$ cat src/rtl/asrx_pkg.sv
package asrx_pkg;
  typedef enum logic [1:0] {
    FMT_I2S = 2'd0,
    FMT_LJ  = 2'd1,
    FMT_RJ  = 2'd2,
    FMT_TDM = 2'd3
  } fmt_e;

  // word length in bits for a width code
  function automatic int word_len(input logic [1:0] code);
    case (code)
      2'd1:    return 20;
      2'd2:    return 16;
      default: return 24;
    endcase
  endfunction
endpackage

$ cat src/rtl/asrx_edge.sv
module asrx_edge #(
  parameter int SYNC_STAGES = 2
) (
  input  logic clk,
  input  logic rst,
  input  logic bclk_pin,
  input  logic fclk_pin,
  input  logic data_pin,
  input  logic bclk_inv,
  input  logic fclk_inv,
  output logic tick,
  output logic fclk_lvl,
  output logic data_bit
);
  localparam int TOP = SYNC_STAGES - 1;

  logic [SYNC_STAGES-1:0] sb, sf, sd;
  logic b_prev;
  logic b_eff;

  // pin synchronizers: identical depth keeps the three lines aligned
  always_ff @(posedge clk) begin
    sb     <= {sb[SYNC_STAGES-2:0], bclk_pin};
    sf     <= {sf[SYNC_STAGES-2:0], fclk_pin};
    sd     <= {sd[SYNC_STAGES-2:0], data_pin};
    b_prev <= b_eff;
  end

  always_comb begin
    b_eff    = sb[TOP] ^ bclk_inv;
    tick     = !rst && b_eff && !b_prev;
    fclk_lvl = sf[TOP] ^ fclk_inv;
    data_bit = sd[TOP];
  end
endmodule

$ cat src/rtl/asrx_framer.sv
module asrx_framer #(
  parameter int SLOT_W    = 32,
  parameter int TDM_SLOTS = 8
) (
  input  logic clk,
  input  logic rst,
  input  logic tdm,
  input  logic tick,
  input  logic fclk_lvl,
  input  logic data_bit,
  output logic bit_vld,
  output logic [$clog2(SLOT_W*TDM_SLOTS)-1:0] bit_pos,
  output logic bit_d,
  output logic bit_lr,
  output logic ferr
);
  localparam int FRAME_BITS = SLOT_W * TDM_SLOTS;
  localparam int POS_W      = $clog2(FRAME_BITS);
  localparam logic [POS_W-1:0] HALF_LAST  = POS_W'(SLOT_W - 1);
  localparam logic [POS_W-1:0] FRAME_LAST = POS_W'(FRAME_BITS - 1);

  logic primed, locked, lr_prev;
  logic [POS_W-1:0] cnt, cnt_nx;
  logic edge_seen, at_end;

  always_comb begin
    if (tdm) edge_seen = primed && fclk_lvl && !lr_prev;
    else     edge_seen = primed && (fclk_lvl != lr_prev);
    at_end = tdm ? (cnt == FRAME_LAST) : (cnt == HALF_LAST);
    if (edge_seen)                cnt_nx = '0;
    else if (tdm || cnt != '1)    cnt_nx = cnt + 1'b1;
    else                          cnt_nx = cnt;
  end

  always_ff @(posedge clk) begin
    if (rst) begin
      primed  <= 1'b0;
      locked  <= 1'b0;
      lr_prev <= 1'b0;
      cnt     <= '0;
      bit_vld <= 1'b0;
      bit_pos <= '0;
      bit_d   <= 1'b0;
      bit_lr  <= 1'b0;
      ferr    <= 1'b0;
    end else begin
      bit_vld <= 1'b0;
      ferr    <= 1'b0;
      if (tick) begin
        primed  <= 1'b1;
        lr_prev <= fclk_lvl;
        cnt     <= cnt_nx;
        if (edge_seen) locked <= 1'b1;
        bit_vld <= locked || edge_seen;
        bit_pos <= cnt_nx;
        bit_d   <= data_bit;
        bit_lr  <= fclk_lvl;
        ferr    <= edge_seen && locked && !at_end;
      end
    end
  end

  // an error always coincides with the restarted count
  assert_resync_start_R9: assert property (@(posedge clk) disable iff (rst)
    ferr |-> (bit_vld && bit_pos == '0));
endmodule

$ cat src/rtl/asrx_assemble.sv
module asrx_assemble
  import asrx_pkg::*;
#(
  parameter int SAMPLE_W  = 24,
  parameter int SLOT_W    = 32,
  parameter int TDM_SLOTS = 8
) (
  input  logic clk,
  input  logic rst,
  input  logic [1:0] fmt,
  input  logic [1:0] wcode,
  input  logic bit_vld,
  input  logic [$clog2(SLOT_W*TDM_SLOTS)-1:0] bit_pos,
  input  logic bit_d,
  input  logic bit_lr,
  output logic smp_vld,
  output logic [$clog2(TDM_SLOTS)-1:0] smp_chan,
  output logic [SAMPLE_W-1:0] smp_data
);
  localparam int POS_W = $clog2(SLOT_W * TDM_SLOTS);
  localparam int OFF_W = $clog2(SLOT_W);
  localparam int CH_W  = $clog2(TDM_SLOTS);
  localparam logic [POS_W-1:0] SLOT_P = POS_W'(SLOT_W);

  logic [OFF_W:0]      wlen;
  logic [POS_W-1:0]    pos_m1, rj_start, k_raw;
  logic [OFF_W-1:0]    k;
  logic [CH_W-1:0]     ch;
  logic                in_slot, take_bit, last;
  logic [SAMPLE_W-1:0] acc, acc_nx, low_mask;

  always_comb begin
    wlen     = (OFF_W+1)'(word_len(wcode));
    pos_m1   = bit_pos - 1'b1;
    rj_start = SLOT_P - POS_W'(wlen);
    in_slot  = 1'b0;
    k_raw    = '0;
    ch       = '0;
    case (fmt_e'(fmt))
      FMT_I2S: begin
        in_slot = pos_m1 < SLOT_P;
        k_raw   = pos_m1;
        ch      = CH_W'(bit_lr);
      end
      FMT_LJ: begin
        in_slot = bit_pos < SLOT_P;
        k_raw   = bit_pos;
        ch      = CH_W'(!bit_lr);
      end
      FMT_RJ: begin
        in_slot = (bit_pos >= rj_start) && (bit_pos < SLOT_P);
        k_raw   = bit_pos - rj_start;
        ch      = CH_W'(!bit_lr);
      end
      default: begin
        in_slot = 1'b1;
        k_raw   = pos_m1;
        ch      = pos_m1[POS_W-1:OFF_W];
      end
    endcase
    k        = k_raw[OFF_W-1:0];
    take_bit = bit_vld && in_slot && ({1'b0, k} < wlen);
    last     = take_bit && ({1'b0, k} == wlen - 1'b1);
    acc_nx   = (k == '0) ? '0 : acc;
    if (take_bit) acc_nx[SAMPLE_W-1-int'(k)] = bit_d;
    low_mask = {SAMPLE_W{1'b1}} >> wlen;
  end

  always_ff @(posedge clk) begin
    if (rst) begin
      acc      <= '0;
      smp_vld  <= 1'b0;
      smp_chan <= '0;
      smp_data <= '0;
    end else begin
      smp_vld <= last;
      if (take_bit) acc <= acc_nx;
      if (last) begin
        smp_chan <= ch;
        smp_data <= acc_nx;
      end
    end
  end

  assert_single_pulse_R8: assert property (@(posedge clk) disable iff (rst)
    smp_vld |=> !smp_vld);
  assert_emit_after_bit_R8: assert property (@(posedge clk) disable iff (rst)
    smp_vld |-> $past(bit_vld));
  assert_zero_fill_R5: assert property (@(posedge clk) disable iff (rst)
    smp_vld |-> ((smp_data & low_mask) == '0));
  assert_stereo_chan_R1: assert property (@(posedge clk) disable iff (rst)
    (smp_vld && fmt != FMT_TDM) |-> (smp_chan <= CH_W'(1)));
endmodule

$ cat src/rtl/audio_serial_rx.sv
module audio_serial_rx #(
  parameter int SAMPLE_W    = 24,
  parameter int SLOT_W      = 32,
  parameter int TDM_SLOTS   = 8,
  parameter int SYNC_STAGES = 2
) (
  input  logic clk,
  input  logic rst,
  input  logic ser_bclk,
  input  logic ser_fclk,
  input  logic ser_data,
  input  logic [1:0] fmt_sel,
  input  logic [1:0] wlen_sel,
  input  logic bclk_inv,
  input  logic fclk_inv,
  output logic smp_vld,
  output logic [$clog2(TDM_SLOTS)-1:0] smp_chan,
  output logic [SAMPLE_W-1:0] smp_data,
  output logic frame_err
);
  localparam int POS_W = $clog2(SLOT_W * TDM_SLOTS);

  logic tick, fclk_lvl, data_bit;
  logic bit_vld, bit_d, bit_lr;
  logic [POS_W-1:0] bit_pos;

  asrx_edge #(.SYNC_STAGES(SYNC_STAGES)) u_edge (
    .clk(clk), .rst(rst),
    .bclk_pin(ser_bclk), .fclk_pin(ser_fclk), .data_pin(ser_data),
    .bclk_inv(bclk_inv), .fclk_inv(fclk_inv),
    .tick(tick), .fclk_lvl(fclk_lvl), .data_bit(data_bit)
  );

  asrx_framer #(.SLOT_W(SLOT_W), .TDM_SLOTS(TDM_SLOTS)) u_framer (
    .clk(clk), .rst(rst), .tdm(fmt_sel == 2'd3),
    .tick(tick), .fclk_lvl(fclk_lvl), .data_bit(data_bit),
    .bit_vld(bit_vld), .bit_pos(bit_pos), .bit_d(bit_d), .bit_lr(bit_lr),
    .ferr(frame_err)
  );

  asrx_assemble #(.SAMPLE_W(SAMPLE_W), .SLOT_W(SLOT_W), .TDM_SLOTS(TDM_SLOTS)) u_asm (
    .clk(clk), .rst(rst), .fmt(fmt_sel), .wcode(wlen_sel),
    .bit_vld(bit_vld), .bit_pos(bit_pos), .bit_d(bit_d), .bit_lr(bit_lr),
    .smp_vld(smp_vld), .smp_chan(smp_chan), .smp_data(smp_data)
  );
endmodule

$ cat config.mk
export PLATFORM = sky130hd
export DESIGN_NAME = audio_serial_rx
export DESIGN_NICKNAME = d
export VERILOG_FILES = /design/src/rtl/asrx_pkg.sv /design/src/rtl/asrx_edge.sv /design/src/rtl/asrx_framer.sv /design/src/rtl/asrx_assemble.sv /design/src/rtl/audio_serial_rx.sv
export SDC_FILE = /design/constraint.sdc
export NUM_CORES = 1
export LEC_CHECK = 0
export BUFFER_PORTS_ARGS = -buffer_cell sky130_fd_sc_hd__buf_2
export CORE_ASPECT_RATIO = 0.5
export CORE_MARGIN = 2
export CORE_UTILIZATION = 41
export CTS_BUF_LIST = sky130_fd_sc_hd__clkbuf_4 sky130_fd_sc_hd__clkbuf_8 sky130_fd_sc_hd__clkbuf_16
export DETAILED_ROUTE_END_ITERATION = 12
export GPL_ROUTABILITY_DRIVEN = 0
export SYNTH_ARGS = -nofsm -noshare
export SYNTH_HDL_FRONTEND = slang
export SYNTH_SLANG_ARGS = --single-unit
$ cat constraint.sdc
create_clock -name clk -period 3.4 [get_ports clk]
set_clock_uncertainty 0.1 [all_clocks]
set_input_delay 0.17 -clock clk [delete_from_list [all_inputs] [get_ports clk]]
set_output_delay 0.17 -clock clk [all_outputs]
set_load 0.005 [all_outputs]
Word-level counts from Yosys, hierarchy flattened
Cells that the tools add are included.

word-level totals
  register bits = 73
  bits in latches = 0
  bits in writable memories = 0
  memory bits (read-only) = 0
  input bits = 11
  output and inout bits = 29
  word-level logic and storage cells = 78
  memories kept = 0

cells by class
  $add $sub $neg = 6
  $mul = 0
  divide/modulo/power cells = 0
  $lt $le $gt $ge = 6
  equal/unequal tests = 10
  shift operators = 0
  multiplexer cells = 13
  bitwise gates (word level) = 3
  reduce and logical (&&, ||, !) cells = 25

operators with widths
  operator                                                             number
  2-to-1 mux 24 bit                                                    2
  greater-or-equal comparator 32 x 1 -> 1 bit (second input constant)  1
  < comparator 32 x 7 -> 1 bit (second input constant)                 1
  bitwise mux 24 bit                                                   1
  < comparator 8 x 6 -> 1 bit (second input constant)                  2
  2-to-1 mux 8 bit                                                     2
  logical AND 1 bit                                                    12
  case mux 5 bit (2 select lines)                                      1
  adder 8 x 1 -> 8 bit (second input constant)                         1
  equality test 8 x 5 -> 1 bit (second input constant)                 1
  equality test 8 bit (second input constant)                          1
  greater-or-equal comparator 8 bit                                    1
  inequality test 8 bit (second input constant)                        1
  case mux 4 bit (2 select lines)                                      1
  subtractor 8 x 1 -> 8 bit (second input constant)                    1
  subtractor 6 x 5 -> 7 bit (first input constant)                     1
  equality test 2 bit (second input constant)                          3
  equality test 5 x 6 -> 1 bit                                         1
  case mux 3 bit (2 select lines)                                      1
  subtractor 5 x 1 -> 6 bit (second input constant)                    1
  subtractor 5 x 5 -> 6 bit (first input constant)                     1
  demux 1 bit (select 5 bit)                                           1
  logical NOT 5 bit                                                    1
  < comparator 5 bit                                                   1
  other kinds (13)                                                     23

Logic depth before layout (Yosys ltp)
  depth after elaboration = 12
  mapped depth = 15
  mapped depth without buffers = 13

By module
Synthesis repeated with hierarchy kept, for this count alone.

second synthesis, totals
  cells, all modules = 475
  area, all modules = 4,086.4 um^2

by module, submodules not included
  module           times used  cells an instance  area each (um^2)  sequential area each (um^2)
  asrx_assemble    1           384                3,200.6           1,041.0
  asrx_framer      1           80                 709.4             280.3
  asrx_edge        1           10                 170.2             140.1
  audio_serial_rx  1           1                  6.3               0.0

Least setup slack after synthesis
No wires, ideal clock.

  path type = register -> register
  start point = register u_framer.bit_pos[2]
  end point = register u_asm.smp_data[12]
  library setup time = 0.119 ns
  arrival time = 3.422 ns
  required time = 3.181 ns
  slack = -0.242 ns
  stages on the path, launching flop included = 16
  buffers on the path = 3
  clock period less this slack = 3.642 ns
  cell sequence = dfxtp_1 buf_6 inv_1 ha_1 fa_1 o221a_2 inv_1 ha_1 nor2b_1 a311o_1 mux2_2 or4_1 buf_2 buf_6 a31oi_1 a21oi_1

between the ends
  word-level cells in the longest chain between the ends = 9
  elaborated cells on any way between the ends = 23
  classes of those cells = add/sub: 3; order compare: 6; eq/ne: 1; mux: 7; reduce/logical: 6

RTL lines
  item                                                                                                                      line                                      RTL
  start: declaration                                                                                                        asrx_framer.sv:12                         output logic [$clog2(SLOT_W*TDM_SLOTS)-1:0] bit_pos,
  start signal: assignment                                                                                                  asrx_framer.sv:55                         bit_pos <= cnt_nx;
  subtractor 8 x 1 -> 8 bit / subtractor 5 bit (equally long branches)                                                      asrx_assemble.sv:34, asrx_assemble.sv:52
  case mux 5 bit (2 select lines)                                                                                           asrx_assemble.sv:39                       case (fmt_e'(fmt))
  subtractor 5 x 5 -> 6 bit                                                                                                 asrx_assemble.sv:65                       if (take_bit) acc_nx[SAMPLE_W-1-int'(k)] = bit_d;
  greater-or-equal comparator 32 x 1 -> 1 bit (not written as such) / < comparator 32 x 7 -> 1 bit (equally long branches)  asrx_assemble.sv:65
  logical AND 1 bit (not written as such)                                                                                   asrx_assemble.sv:65
  2-to-1 mux 1 bit (not written as such)                                                                                    asrx_assemble.sv:65
  demux 1 bit (select 5 bit)                                                                                                n/a
  bitwise mux 24 bit                                                                                                        asrx_assemble.sv:65
  2-to-1 mux 24 bit                                                                                                         asrx_assemble.sv:65
  end signal: assignment                                                                                                    asrx_assemble.sv:80                       smp_data <= acc_nx;
  end: declaration                                                                                                          asrx_assemble.sv:18                       output logic [SAMPLE_W-1:0] smp_data

Parallel ways exist; a longest one is shown, timed or not.
A chain may end at the register's enable or synchronous reset.

Worst setup path in the final report
  start point = register u_framer.bit_pos[2]
  end point = register u_asm.smp_data[2]

The elaborated chain is that of the path after synthesis.

==> results.ini <==
[power]
irDropWorstVdd_uv = 260
p_sw_uw = 533
power_density_nw_per_um2 = 460
p_leak_uw = 0.00186
combPwrFrac = 0.125
p_sw_frac = 0.253
pwr-share-clk = 0.459
seqPwrFrac = 0.416
p_int_uw = 1570

[setup_path]
crit_path_start_kind = flop
crit_required_ns = 3.54
r2r_slack_ns = 0.06
worst_path_largest_cell_delay_ns = 0.50
slowest_stage = or4_4
timing.rr.end = u_asm.smp_data[2]$_SDFFE_PP0P_
rr_startpoint = u_framer.bit_pos[2]$_SDFFE_PP0P_
cp_max_fo = 6
crit_type = flop to flop
critPathArrivalTime_ns = 3.48
crit_chain = inv_4 > ha_4 > fa_1 > o221a_4 > inv_4 > ha_4 > nor2b_4 > a311o_1 > mux2_4 > or4_4 > buf_4 > a31o_1
critPathCaptureType = flop
startpoint = u_framer.bit_pos[2]$_SDFFE_PP0P_
r2r.worst_path.cells = 12

[hold_path]
hp-start = rst
whs_endpoint = u_framer.primed$_SDFFE_PP0P_
hp-class = primary input to flop
holdPathStages = 2

[floorplan]
row_count = 24
die_w_um = 136
floorplan.initialDensity = 0.417
pin_count = 40
die_area_um2 = 9570
core_area_um2 = 8620
die_h_um = 70.2

[finish]
antenna_cells = 0
final_nets = 525
syn_to_final_growth_pct = 27.5
num-fill-cells = 806
drive_gt1_frac = 0.229

[clock_network]
cts.clk_slew.worst_paths_ns = 0.06
cts_num_sinks = 73
cts_buffers = 9
clkLatencyLatePin_ns = 0.34
clockBufferDepth = 2
cts_tree = built
root_buffer = clkbuf_16
htree_levels = 3

[yosys]
async_flop_share = 0
synthTopCellsByCount = dfxtp_1 (73), o21ai_0 (42), nand2_1 (40), nand3_1 (40), a21oi_1 (35)
synth_cell_types = 53
synth_fp_nets = 465
synth_area_um2 = 3590
synth_flop_cell = dfxtp_1
synth_warnings = 0
synth_edf_count = 0
syn_inst = 438
synth_area_leaders = dfxtp_1 (41%), o21ai_0 (5.9%), nand3_1 (5.6%)
yosysMostFrequentCell = dfxtp_1
synth_seq_cells = 73
synth_top_area_share = 0.407
yosys.area.top_type = dfxtp_1
yosysSeqAreaShare = 0.407
synth_area_per_cell_um2 = 8.20

[sta]
slew-limit-headroom = 0.562
timing.final.max_slew_violations = 0
hold_slack_ns = 0.0778
fin_tns_setup_ns = 0
tightest_slew_ns = 0.654
timing.fmax_mhz = 299
period_needed_ns = 3.34
fin_ws_ns = 0.0550
finalSetupViolCount = 0
finalCritPeriodShare = 0.984
rsz0062_at_grt = true
hold_violations = 0

[placement]
port_buffers = 39
hpwl_um = 6240
dp_slack_ns = -0.146

[outcome]
outcome = finished clean

[route]
drc = 0
firstDrtPassIters = 4
via_count = 3258
first_iter_violations = 201
ant_nets = 0
viasPerCell = 5.25
routed_wl_um = 8910
wl_per_cell_um = 14.4

[grt]
grt_pass1_wl_um = 14700
met2_usage = 0.295
grt_pass1_vias = 3009
grt_util_all_layers = 0.196
grt.busiest_layer = met2
grt_use_met3 = 0.0487
grt_overflow = 0
grt_start_max_net_pins = 26
use_met1 = 0.277
grt_antenna_before_repair = 0

[job]
maxCapViolations = 0

[per-stage QoR]
step | power (uW) | utilization | area (um^2) | instances
final | 2110 | 0.532 | 4580 | 620
after floorplan | 1050 | - | 3630 | 438
after global placement | 1140 | 0.475 | 4100 | 594
after global routing | 2190 | 0.532 | 4580 | 620
after CTS | 2110 | 0.516 | 4440 | 614
after detailed placement | 1140 | 0.475 | 4100 | 594
[flip-flops by register name (all words and copies together), names as in the netlist, 2 cells and up]
name              cells
u_asm.smp_data       24
u_asm.smp_chan        3
u_edge.sd             2
u_asm.acc            24
u_framer.bit_pos      8
u_edge.sf             2
u_edge.sb             2
[kinds of logic (layout without fill, tap and decap cells)]
kind of cell | after synthesis | in the layout | synth area share
AOI/OAI and AO/OA | 116 | 116 | 0.194
adders and majority gates | 16 | 16 | 0.0578
and+or+nand+nor | 166 | 166 | 0.234
buffers and inverters | 48 | 113 | 0.0596
muxes | 5 | 5 | 0.0143
DFF | 73 | 73 | 0.407
xor gates and xnor gates | 14 | 14 | 0.0341
[worst max-delay path by stage]
stage                     cells after the start                              end
after floorplan                              15  u_asm.smp_data[12]$_SDFFE_PP0P_
after global placement                       14   u_asm.smp_data[8]$_SDFFE_PP0P_
after detailed placement                     15   u_asm.smp_data[8]$_SDFFE_PP0P_
after CTS                                    14   u_asm.smp_data[4]$_SDFFE_PP0P_
after global routing                         13  u_asm.smp_data[12]$_SDFFE_PP0P_
final                                        12   u_asm.smp_data[2]$_SDFFE_PP0P_
[power by group through the flow]
stage / combinational [uW] / clock (uW) / sequential (uW)
finish: 263 / 968 / 875
global route: 292 / 1030 / 876
CTS: 252 / 987 / 874
detailed placement: 247 / 0 / 893
global placement: 246 / 0 / 893
floorplan: 160 / 0 / 889
[what timing repair did]
item / 4_1_cts / 5_1_grt
setup endpoints to repair: 1 / 19
buffers inserted: 0 / 4
hold buffers: 4 / 0
pin swaps: 0 / 2
resized for setup: 1 / 8
hold endpoints to repair: 4 / 0
gates cloned: 0 / 2
[per-layer routing]
metal  wire, um  vias to the layer above
li1           -                     1667
met1       4530                     1517
met2       3830                       61
met3        428                       13
met4        116                        0
met5          0                        -
[layout make-up]
cell class / count / area, um^2 / area share
timing repair buffer: 78 / 571 / 0.125
clock buffer: 10 / 239 / 0.0522
inverter: 19 / 76.3 / 0.0167
clock inverter: 6 / 65.1 / 0.0142
sequential: 73 / 1460 / 0.320
tap: 117 / 146 / 0.0320
multi-input combinational: 317 / 2020 / 0.441
[critical path: cells and delay by family, from the launching register on]
kind                     cells  cell delay (ns)
buffers and inverters        3             0.30
multiplexers                 1             0.27
flip-flops                   1             0.35
AO/OA/AOI/OAI                3             0.78
adder cells (fa/ha/maj)      3             0.82
AND/OR/NAND/NOR              2             0.62
[layout by cell type, fill, tap and decap left out, types with 4 or more instances in the layout]
cell / netlist / final
dfxtp_1: 73 / 71
o21ai_1: 3 / 4
xnor2_1: 10 / 10
ha_1: 15 / 13
mux2i_1: 4 / 4
clkbuf_16: 0 / 11
inv_1: 18 / 16
a21oi_1: 35 / 34
nand2b_1: 5 / 5
o31ai_2: 3 / 4
nor2_1: 32 / 32
nor2b_1: 5 / 4
buf_2: 9 / 39
xor2_1: 4 / 4
or3_1: 4 / 4
nand2_1: 40 / 40
o22ai_1: 5 / 5
a31o_1: 6 / 6
nand3_1: 40 / 40
dlygate4sd3_1: 0 / 4
nor3_1: 6 / 6
and3_1: 12 / 12
o21ai_0: 42 / 41
a211oi_1: 5 / 5
buf_4: 0 / 30
(Power assumes the default switching activity.)
